## config.mk

```make
export PLATFORM = sky130hd
export DESIGN_NAME = can_status_reg
export DESIGN_NICKNAME = d
export VERILOG_FILES = /design/src/rtl/can_stat_pkg.sv /design/src/rtl/can_conf_state.sv /design/src/rtl/can_sticky_bank.sv /design/src/rtl/can_mbx_merge.sv /design/src/rtl/can_status_reg.sv
export SDC_FILE = /design/constraint.sdc
export NUM_CORES = 1
export LEC_CHECK = 0
export BUFFER_PORTS_ARGS = -buffer_cell sky130_fd_sc_hd__buf_2
export CORE_UTILIZATION = 40
export CTS_BUF_LIST = sky130_fd_sc_hd__clkbuf_8
export CTS_CLUSTER_SIZE = 40
export DETAILED_ROUTE_END_ITERATION = 10
export PLACE_DENSITY = 0.73
export SETUP_SLACK_MARGIN = 0.2
export SYNTH_ARGS = -nofsm -noshare
export SYNTH_HDL_FRONTEND = slang
export SYNTH_HIERARCHICAL = 1
export SYNTH_SLANG_ARGS = --single-unit
```

## constraint.sdc

```tcl
create_clock -name clk -period 1.28 [get_ports clk]
set_clock_uncertainty 0.15 [all_clocks]
set_input_delay 0.128 -clock clk [delete_from_list [all_inputs] [get_ports clk]]
set_output_delay 0.128 -clock clk [all_outputs]
set_load 0.02 [all_outputs]
```

## src/rtl/can_stat_pkg.sv

```systemverilog
package can_stat_pkg;
  localparam int STAT_W   = 32;
  localparam int STICKY_N = 11;
  // sticky vector: [10:6] bit,form,ack,stuff,crc  [5] tstamp [4] wrap
  //                [3] bus-off [2] passive [1] warning [0] active
  localparam int S_TSTP = 5;
  localparam int S_WRAP = 4;
  localparam int S_BOFF = 3;
  localparam int S_PASS = 2;
  localparam int S_WARN = 1;
  localparam int S_ACT  = 0;

  typedef struct packed {
    logic boff;
    logic pass;
    logic warn;
    logic act;
  } conf_t;
endpackage

```

## src/rtl/can_conf_state.sv

```systemverilog
module can_conf_state
  import can_stat_pkg::*;
#(
  parameter int TEC_W    = 9,
  parameter int REC_W    = 8,
  parameter int WARN_LIM = 96,
  parameter int PASS_LIM = 128,
  parameter int BOFF_LIM = 256
) (
  input  logic [TEC_W-1:0] tec_i,
  input  logic [REC_W-1:0] rec_i,
  output conf_t            conf_o
);
  localparam logic [TEC_W-1:0] TEC_WARN = TEC_W'(WARN_LIM);
  localparam logic [TEC_W-1:0] TEC_PASS = TEC_W'(PASS_LIM);
  localparam logic [TEC_W-1:0] TEC_BOFF = TEC_W'(BOFF_LIM);
  localparam logic [REC_W-1:0] REC_WARN = REC_W'(WARN_LIM);
  localparam logic [REC_W-1:0] REC_PASS = REC_W'(PASS_LIM);

  always_comb begin
    conf_o.boff = (tec_i >= TEC_BOFF);
    conf_o.pass = (tec_i >= TEC_PASS) || (rec_i >= REC_PASS);
    conf_o.warn = (tec_i >= TEC_WARN) || (rec_i >= REC_WARN);
    conf_o.act  = !conf_o.pass && !conf_o.boff;
  end

  // thresholds must stay ordered: bus-off implies passive implies warning
  always_comb begin
    if (conf_o.boff) assert_boff_implies_pass_R9: assert (conf_o.pass);
    if (conf_o.pass) assert_pass_implies_warn_R10: assert (conf_o.warn);
  end
endmodule

```

## src/rtl/can_sticky_bank.sv

```systemverilog
module can_sticky_bank #(
  parameter int N = 11
) (
  input  logic         clk,
  input  logic         rst_n,
  input  logic         clr_i,
  input  logic [N-1:0] set_i,
  output logic [N-1:0] q_o
);
  for (genvar i = 0; i < N; i++) begin : g_flag
    always_ff @(posedge clk) begin
      if (!rst_n) q_o[i] <= 1'b0;
      else        q_o[i] <= set_i[i] | (q_o[i] & ~clr_i);
    end

    assert_set_holds_R4: assert property (@(posedge clk) disable iff (!rst_n)
      set_i[i] |=> q_o[i]);
    assert_read_clears_R5: assert property (@(posedge clk) disable iff (!rst_n)
      (clr_i && !set_i[i]) |=> !q_o[i]);
    assert_keep_unread_R6: assert property (@(posedge clk) disable iff (!rst_n)
      (q_o[i] && !clr_i) |=> q_o[i]);
  end
endmodule

```

## src/rtl/can_mbx_merge.sv

```systemverilog
module can_mbx_merge #(
  parameter int MBX_N = 16
) (
  input  logic [MBX_N-1:0] rdy_i,
  input  logic [MBX_N-1:0] abt_i,
  output logic [MBX_N-1:0] evt_o
);
  for (genvar m = 0; m < MBX_N; m++) begin : g_mbx
    assign evt_o[m] = rdy_i[m] | abt_i[m];
  end
endmodule

```

## src/rtl/can_status_reg.sv

```systemverilog
module can_status_reg
  import can_stat_pkg::*;
#(
  parameter int TEC_W    = 9,
  parameter int REC_W    = 8,
  parameter int MBX_N    = 16,
  parameter int WARN_LIM = 96,
  parameter int PASS_LIM = 128,
  parameter int BOFF_LIM = 256
) (
  input  logic              clk,
  input  logic              rst_n,
  input  logic              rd_en_i,
  input  logic              tx_busy_i,
  input  logic              tx_ovl_i,
  input  logic              rx_busy_i,
  input  logic              err_bit_i,
  input  logic              err_form_i,
  input  logic              err_ack_i,
  input  logic              err_stuff_i,
  input  logic              err_crc_i,
  input  logic              tstamp_i,
  input  logic              tmr_wrap_i,
  input  logic              low_power_i,
  input  logic [TEC_W-1:0]  tec_i,
  input  logic [REC_W-1:0]  rec_i,
  input  logic [MBX_N-1:0]  mbx_rdy_i,
  input  logic [MBX_N-1:0]  mbx_abt_i,
  output logic              rd_valid_o,
  output logic [STAT_W-1:0] rd_data_o
);
  conf_t               conf;
  logic [STICKY_N-1:0] set_vec;
  logic [STICKY_N-1:0] flags;
  logic [MBX_N-1:0]    mbx_evt;
  logic [STAT_W-1:0]   word;

  can_conf_state #(
    .TEC_W(TEC_W), .REC_W(REC_W),
    .WARN_LIM(WARN_LIM), .PASS_LIM(PASS_LIM), .BOFF_LIM(BOFF_LIM)
  ) u_conf (
    .tec_i (tec_i),
    .rec_i (rec_i),
    .conf_o(conf)
  );

  always_comb begin
    set_vec = {err_bit_i, err_form_i, err_ack_i, err_stuff_i, err_crc_i,
               tstamp_i, tmr_wrap_i,
               conf.boff, conf.pass, conf.warn, conf.act};
  end

  can_sticky_bank #(.N(STICKY_N)) u_sticky (
    .clk  (clk),
    .rst_n(rst_n),
    .clr_i(rd_en_i),
    .set_i(set_vec),
    .q_o  (flags)
  );

  can_mbx_merge #(.MBX_N(MBX_N)) u_mbx (
    .rdy_i(mbx_rdy_i),
    .abt_i(mbx_abt_i),
    .evt_o(mbx_evt)
  );

  always_comb begin
    word = {tx_ovl_i, tx_busy_i, rx_busy_i,
            flags[STICKY_N-1:S_TSTP + 1],
            flags[S_TSTP], flags[S_WRAP],
            !low_power_i, low_power_i,
            flags[S_BOFF], flags[S_PASS], flags[S_WARN], flags[S_ACT],
            mbx_evt};
  end

  always_ff @(posedge clk) begin
    if (!rst_n) begin
      rd_valid_o <= 1'b0;
      rd_data_o  <= '0;
    end else begin
      rd_valid_o <= rd_en_i;
      if (rd_en_i) rd_data_o <= word;
    end
  end

  assert_valid_after_req_R2: assert property (@(posedge clk) disable iff (!rst_n)
    rd_en_i |=> rd_valid_o);
  assert_no_valid_unasked_R2: assert property (@(posedge clk) disable iff (!rst_n)
    !rd_en_i |=> !rd_valid_o);
  assert_busy_live_R3: assert property (@(posedge clk) disable iff (!rst_n)
    rd_en_i |=> (rd_data_o[30] == $past(tx_busy_i)));
  assert_sleep_wake_R8: assert property (@(posedge clk) disable iff (!rst_n)
    rd_valid_o |-> (rd_data_o[21] != rd_data_o[20]));
endmodule

```

==> Word level (Yosys, flattened, before mapping) <==
Cells that the tools add are included.
{ "word_totals": {"inputBits": 63, "ff_bits": 44, "wordCells": 63} }
{ "classes": {"magnitude_cmp": 5, "bitwise_logic": 39, "n_reduce_logical": 6} }
{ "op_table": {"columns": ["cell", "n"], "rows": [
  ["$or A1 B1 Y1", 27],
  ["$and A1 B1 Y1", 11],
  ["$ge A9 B7 Y1 const B", 1],
  ["$ge A9 B8 Y1 const B", 1],
  ["$ge A9 B9 Y1 const B", 1],
  ["$ge A8 B7 Y1 const B", 1],
  ["$ge A8 B8 Y1 const B", 1],
  ["$logic_not A1 Y1", 3],
  ["$logic_or A1 B1 Y1", 2],
  ["$logic_and A1 B1 Y1", 1],
  ["$not A1 Y1", 1]
]} }

==> Depth between registers and ports, before layout <==
Gate-level depths: netlist (run 1).
{ "logic_depth": {"depth_word": 5, "ltp_mapped": 4, "mapped_depth_nobuf": 4} }

==> By module <==
The synthesis (run 1) kept the hierarchy.
{ "by_module_without_submodules": {"columns": ["mod", "seq_area_each_um2", "area_per_inst_um2", "cells_each", "n_inst"], "rows": [
  ["can_status_reg", 660.6, 1257.5, 106, 1],
  ["can_sticky_bank", 220.2, 412.9, 35, 1],
  ["can_mbx_merge", 0.0, 100.1, 16, 1],
  ["can_conf_state", 0.0, 27.5, 4, 1]
]} }

==> Worst setup path before layout (run 1) <==
No wires, ideal clock.
{ "synth_timing": {"path_type": "input-to-reg", "from": "in tec_i[8]", "to": "reg u_sticky.q_o[1]", "path_buffers": 0, "slack_ns": 0.226, "arrival_time_ns": 0.790, "path_stages": 4, "setup_ns": 0.115, "cell_sequence": "nor3_2 inv_2 a221o_1 o21a_1"} }
{ "synth_rtl": {"columns": ["item", "line", "rtl"], "rows": [
  ["start: declaration", "can_status_reg.sv:25", "input logic [TEC_W-1:0] tec_i,"],
  ["end signal: indexed assignment", "can_sticky_bank.sv:13", "else q_o[i] <= set_i[i] | (q_o[i] & ~clr_i);"],
  ["end: declaration", "can_sticky_bank.sv:8", "output logic [N-1:0] q_o"]
]} }

==> Worst setup path after layout (run 1) <==
{ "layout_timing": {"from": "reg rd_data_o[8]", "to": "out rd_data_o[8]"} }
{ "layout_rtl": {"columns": ["item", "line", "rtl"], "rows": [
  ["start: declaration", "can_status_reg.sv:30", "output logic [STAT_W-1:0] rd_data_o"],
  ["start signal: assignment", "can_status_reg.sv:82", "if (rd_en_i) rd_data_o <= word;"]
]} }
No word-level cell between the ends.

==> reports/qor.yml, run 1 <==
gp_congestion: 0.638
crit_fanout: 2
htree_levels: 2
synth.distinct_cells: 17
dr.first_iter.drc_count: 65
cts_buffers: 5
initial_core_util_pct: 41.6
row_count: 24
syn_to_final_growth_pct: 44.5
use_met3_pct: 4.68
synthTopCellsByArea: "dfxtp_1 (49%), mux2i_1 (17%), nor2b_1 (11%)"
core_area_um2: 4320
grt_overflow: 0
status: "finished with violations"
clk_latency_ns: 0.29
synth_warnings: 6
yosys.area.top_type: "dfxtp_1"
ys_ff_latch: 44
synth_edf_count: 0
grt_pass1_vias: 1419
die_w_um: 69.0
syn_avg_cell_area_um2: 11.2
fillers: 386
routed_wl_um: 3630
viasPerCell: 4.46
vdd_drop_max_uv: 780
cp.required_ns: 1.00
postLayoutCellArea_um2: 2600
cp_data_arrival_time_ns: 0.78
dieArea_um2: 4770
place_area_um2: 2250
async_reset_ff_share_pct: 0
crit_slowest_cell: "dfxtp_1"
syn_nets: 224
drive_gt1_share_pct: 48.6
sequentialPowerShare_pct: 49.4
cts_buffer_depth: 2
path_class: "reg2out"
num_antenna_cells: 0
antenna_found_initial: 0
cts_sinks: 44
track_usage_pct: 15.3
p_comb_share_pct: 17.0
grt-busiest-layer: "met2"
slew_viol_final: 0
finalCriticalPeriod_ns: 1.05
dieHeight_um: 69.0
drt_first_pass_iters: 2
ys.flop_type: "dfxtp_1"
yosysMostFrequentCell: "dfxtp_1"
p_leak_nw: 1.23
crit_chain: "buf_4"
grt_max_degree: 45
syn_inst: 161
start_kind: "flop"
crit_family: "flip-flops"
post-dp-hpwl_um: 2300
clkPwrFrac_pct: 33.5
setup_viol: 0
slowest_delay_ns: 0.35
failed_checks: "negative hold slack"
worst_pin_slew_ns: 0.629
num-nets-final: 321
met1_usage_pct: 17.3
swShare_pct: 23.8
hold_viol: 1
fmax_mhz: 948
cts-root-buf: "clkbuf_8"
power_density_nw_per_um2: 1170
yosys.area.top_type_share_pct: 49.0
synth_top_cells_by_count: "dfxtp_1 (44), nor2b_1 (32), mux2i_1 (31), or2_1 (16), o21a_1 (11)"
ant_nets: 0
critPathCaptureType: "primary output"
post-route-period-util_pct: 82.4
synthesis.area_um2: 1800
grt_pass1_wl_um: 5910
maxSlewHeadroom_pct: 58.1
wire_per_inst_um: 11.7
route.detailed.drc: 0
hold_class: "in2reg"
max-cap-violations: 0
seq_area_frac_synth_pct: 49.0
power_switching_w: 0.000723
io_buffer_count: 85
path_buf_inv: 1
ios: 96
intPower_w: 0.00232
vias: 1386
holdWs_ns: -0.0104
cts_tree: "built"
tns_ns: 0
dpl_worst_slack_ns: 0.0411
holdBufCountCts: 12
clkTransAtPathRegs_ns: 0.08
grt_use_met2_pct: 26.9
grt_setup_unrepaired: "yes"
fin_ws_ns: 0.225
final timing paths:
path | startpoint | to | slack (ns) | cells after the start
hold / removal | rec_i[7] | u_sticky/q_o[2] | -0.01 | 4
setup / recovery | rd_data_o[8] | rd_data_o[8] | 0.23 | 1
hold reg to reg | rd_data_o[21] | rd_data_o[21] | 0.33 | 2
setup reg to reg | u_sticky/q_o[6] | u_sticky/q_o[6] | 0.40 | 2
cell families (layout without fill, tap and decap cells):
logic type / after synthesis / count (layout) / share of synthesized area, %
simple gates: 62 / 62 / 23.3
flops: 44 / 44 / 49.0
mux: 31 / 31 / 17.3
compound gates: 13 / 13 / 5.57
buf+inv: 11 / 109 / 4.87
power by group through the flow:
stage	clock network, W	registers, W	logic, W
6_report	0.00102	0.00150	0.000519
5_1_grt	0.00112	0.00152	0.000564
4_1_cts	0.00104	0.00149	0.000493
3_5_place_dp	0	0.00152	0.000457
3_3_place_gp	0	0.00152	0.000450
2_1_floorplan	0	0.00160	0.000212
routing by layer:
layer | up-vias | part of all wire [%]
li1 | 714 | -
met1 | 607 | 43
met2 | 62 | 49
met3 | 3 | 7.4
met4 | 0 | 0.77
met5 | - | 0
cells in the final DEF (no fill, tap or decap):
cell type,netlist,final
a21boi_1,1,1
a221o_1,1,1
and2_2,1,1
buf_12,0,2
buf_2,1,54
buf_4,0,28
buf_6,3,4
bufinv_16,0,1
clkbuf_8,0,5
clkinv_2,0,1
dfxtp_1,44,26
dfxtp_2,0,18
dlygate4sd3_1,0,11
dlymetal6s4s_1,0,1
inv_1,0,1
inv_2,1,1
mux2i_1,31,31
nand2b_1,1,1
nor2b_1,32,32
nor2b_2,10,10
nor3_2,1,1
o21a_1,11,11
or2_1,16,16
or2b_1,1,1
stage by stage:
step	instances	util, %	power, W
floorplan	161	-	0.00181
finish	311	60.1	0.00304
global route	311	60.1	0.00320
detailed placement	291	52.1	0.00198
CTS	311	57.9	0.00303
global placement	291	52.1	0.00197
flip-flops by register name (all words and copies together) (netlist names):
| register | cells |
|---|---|
| rd_valid_o | 1 |
| rd_data_o | 32 |
| u_sticky/q_o | 11 |
layout make-up:
cell class	instances	area [um2]	share of cell area (%)
clock inverter	3	38.8	1.49
clock buffer	5	68.8	2.65
sequential	44	903	34.8
multi-input combinational	106	830	31.9
timing repair buffer	100	688	26.5
tap	52	65.1	2.50
inverter	1	3.75	0.145
timing repair:
action | CTS | global route
endpoints found under the setup margin | 9 | 31
hold endpoints to repair | 14 | 1
resized for setup | 10 | 44
setup buffers | 0 | 0
pin swaps | 0 | 1
(Power assumes the default switching activity.)
==> run 2: changes to the inputs <==
- clock period: 1.28 -> 1 ns (I/O delays scaled with it)
==> run 2 against run 1 <==
  * The flow finishes with violations (negative hold slack, negative setup slack)
  * Power grew 25%
  * Critical endpoint is now rd_data_o[21]
  * Largest cell class unchanged
  * Core utilization grew 3.4 points
  * Clock power grew 9.8%
  * Combinational power grew 41%
  * Cell area grew 5.6%
  * Worst hold slack lost 0.12 ns
  * Final cell count shrank 1.9%
  * Largest power group unchanged
  * Clock-buffer cell count grew 1
==> reports/qor.yml, run 2 (synthesis gave the netlist of run 1 again) <==
status: "finished with violations"  # unchanged
failed_checks: "negative hold slack, negative setup slack"  # was negative hold slack
critPathCaptureType: "primary output"  # unchanged
num_antenna_cells: 0  # unchanged
track_usage_pct: 15.4  # was 15.3%
drive_gt1_share_pct: 63.6  # was 48.6%
largestRegisters: "rd_data_o (32), u_sticky/q_o (11), rd_valid_o (1)"  # unchanged
row_count: 24  # unchanged
num-nets-final: 315  # was 321
cts_tree: "built"  # unchanged
setup_viol: 3  # was 0
syn_to_final_growth_pct: 52.5  # was 44.5%
dieHeight_um: 69.0  # unchanged
maxSlewHeadroom_pct: 84.3  # was 58.1%
crit_chain: "buf_6"  # was buf_4
hold_class: "in2reg"  # unchanged
cts-root-buf: "clkbuf_8"  # unchanged
holdWs_ns: -0.135  # was -0.0104 ns
dpl_worst_slack_ns: -0.137  # was 0.0411 ns
grt_max_degree: 28  # was 45
post-route-period-util_pct: 101
power_density_nw_per_um2: 1390  # was 1170 nW/um2
finalCriticalPeriod_ns: 1.01
crit_slowest_cell: "dfxtp_2"  # was dfxtp_1
drt_first_pass_iters: 4  # was 2
cts_buffers: 5  # unchanged
grt_setup_unrepaired: "yes"  # unchanged
worst_pin_slew_ns: 0.236  # was 0.629 ns
htree_levels: 2  # unchanged
largest_register_ffs: 32  # unchanged
dr_wl_met3_um: 203  # was 268 um
die_w_um: 69.0  # unchanged
slowest_delay_ns: 0.35  # about the same
place_area_um2: 2340  # was 2250 um2
p_leak_nw: 1.27  # was 1.23 nW
clk_latency_ns: 0.29  # about the same
io_buffer_count: 85  # unchanged
start_kind: "flop"  # unchanged
fin_util_pct: 63.4  # was 60.1%
wire_per_inst_um: 11.4  # was 11.7 um
routed_wl_um: 3490  # was 3630 um
top_register: "rd_data_o"  # unchanged
cp_data_arrival_time_ns: 0.76  # was 0.78 ns
clkTransAtPathRegs_ns: 0.09  # was 0.08 ns
grt_overflow: 0  # unchanged
final_cell_mix: "buf_2 (50), dfxtp_2 (44), buf_6 (37), mux2i_1 (31), nor2b_1 (31)"  # was buf_2 (54), nor2b_1 (32), mux2i_1 (31), buf_4 (28), dfxtp_1 (26)
tns_ns: -0.0202  # was 0 ns
path_class: "reg2out"  # unchanged
dr.first_iter.drc_count: 43  # was 65
post-dp-hpwl_um: 2370  # was 2300 um
hold_viol: 18  # was 1
fmax_mhz: 988
slew_viol_final: 0  # unchanged
wl_met2_um: 1800  # was 1770 um
top_layer: "met4"  # unchanged
vias: 1368  # was 1,386
route.detailed.drc: 0  # unchanged
postLayoutCellArea_um2: 2740  # was 2600 um2
wl_met1_um: 1440  # was 1560 um
antenna_found_initial: 0  # unchanged
max-cap-violations: 0  # unchanged
cts_sinks: 44  # unchanged
ios: 96  # unchanged
cp.required_ns: 0.75  # was 1.00 ns
viasPerCell: 4.49  # was 4.46
grt_pass1_wl_um: 5900  # was 5910 um
fin_ws_ns: -0.0124  # was 0.225 ns
gp_congestion: 0.672  # was 0.638
initial_core_util_pct: 41.6  # unchanged
grt_pass1_vias: 1326  # was 1,419
cts_buffer_depth: 2  # unchanged
core_area_um2: 4320  # unchanged
path_buf_inv: 1  # unchanged
crit_family: "flip-flops"  # unchanged
ant_nets: 0  # unchanged
vdd_drop_max_uv: 904  # was 780 uV
crit_fanout: 2  # unchanged
dieArea_um2: 4770  # unchanged
final_common_cell: "buf_2"  # unchanged
-- run 2: report_power, final --
part | internal [W] | total [W] | switching [W]
clock network | 0.000551 | 0.00112 | 0.000573
registers | 0.00189 | 0.00196 | 0.0000702
logic | 0.000428 | 0.000733 | 0.000305
-- run 2: area by class of cell --
type	instances	area, um2
fillers	383	1580
flip-flops and latches	44	936
multi-input cells	106	901
repair buffers	94	744
clock buffers	6	82.6
well taps	52	65.1
clock inverters	2	10.0
inverters	1	3.75
-- run 2: final timing paths --
path	from	cells after the start	slack, ns	end
worst max-delay path	rd_data_o[21]	1	-0.01	rd_data_o[21]
worst max register to register	rd_data_o[21]	4	0.10	rd_data_o[21]
worst min register to register	u_sticky/q_o[5]	2	0.35	rd_data_o[23]
worst min-delay path	err_stuff_i	2	-0.14	u_sticky/q_o[7]
-- run 2: stage by stage --
| stage | hold slack (ns) | total power [W] | std cells |
|---|---|---|---|
| 5_1_grt | -0.140 | 0.00399 | 305 |
| 2_1_floorplan | 0.0602 | 0.00236 | 161 |
| 4_1_cts | -0.137 | 0.00385 | 304 |
| 6_report | -0.135 | 0.00381 | 305 |
| 3_3_place_gp | 0.145 | 0.00256 | 293 |
| 3_5_place_dp | 0.149 | 0.00257 | 293 |
-- run 2: timing repair --
item	4_1_cts	5_1_grt
pin swaps	8	2
endpoints found under the hold margin	18	17
setup endpoints to repair	44	61
buffers inserted	3	1
resized for setup	101	5
-- run 2: routing by layer --
layer	vias up	global-route usage, %
met5	-	0
met4	0	6.12
met3	5	4.24
met2	47	26.5
met1	612	17.9
li1	704	-
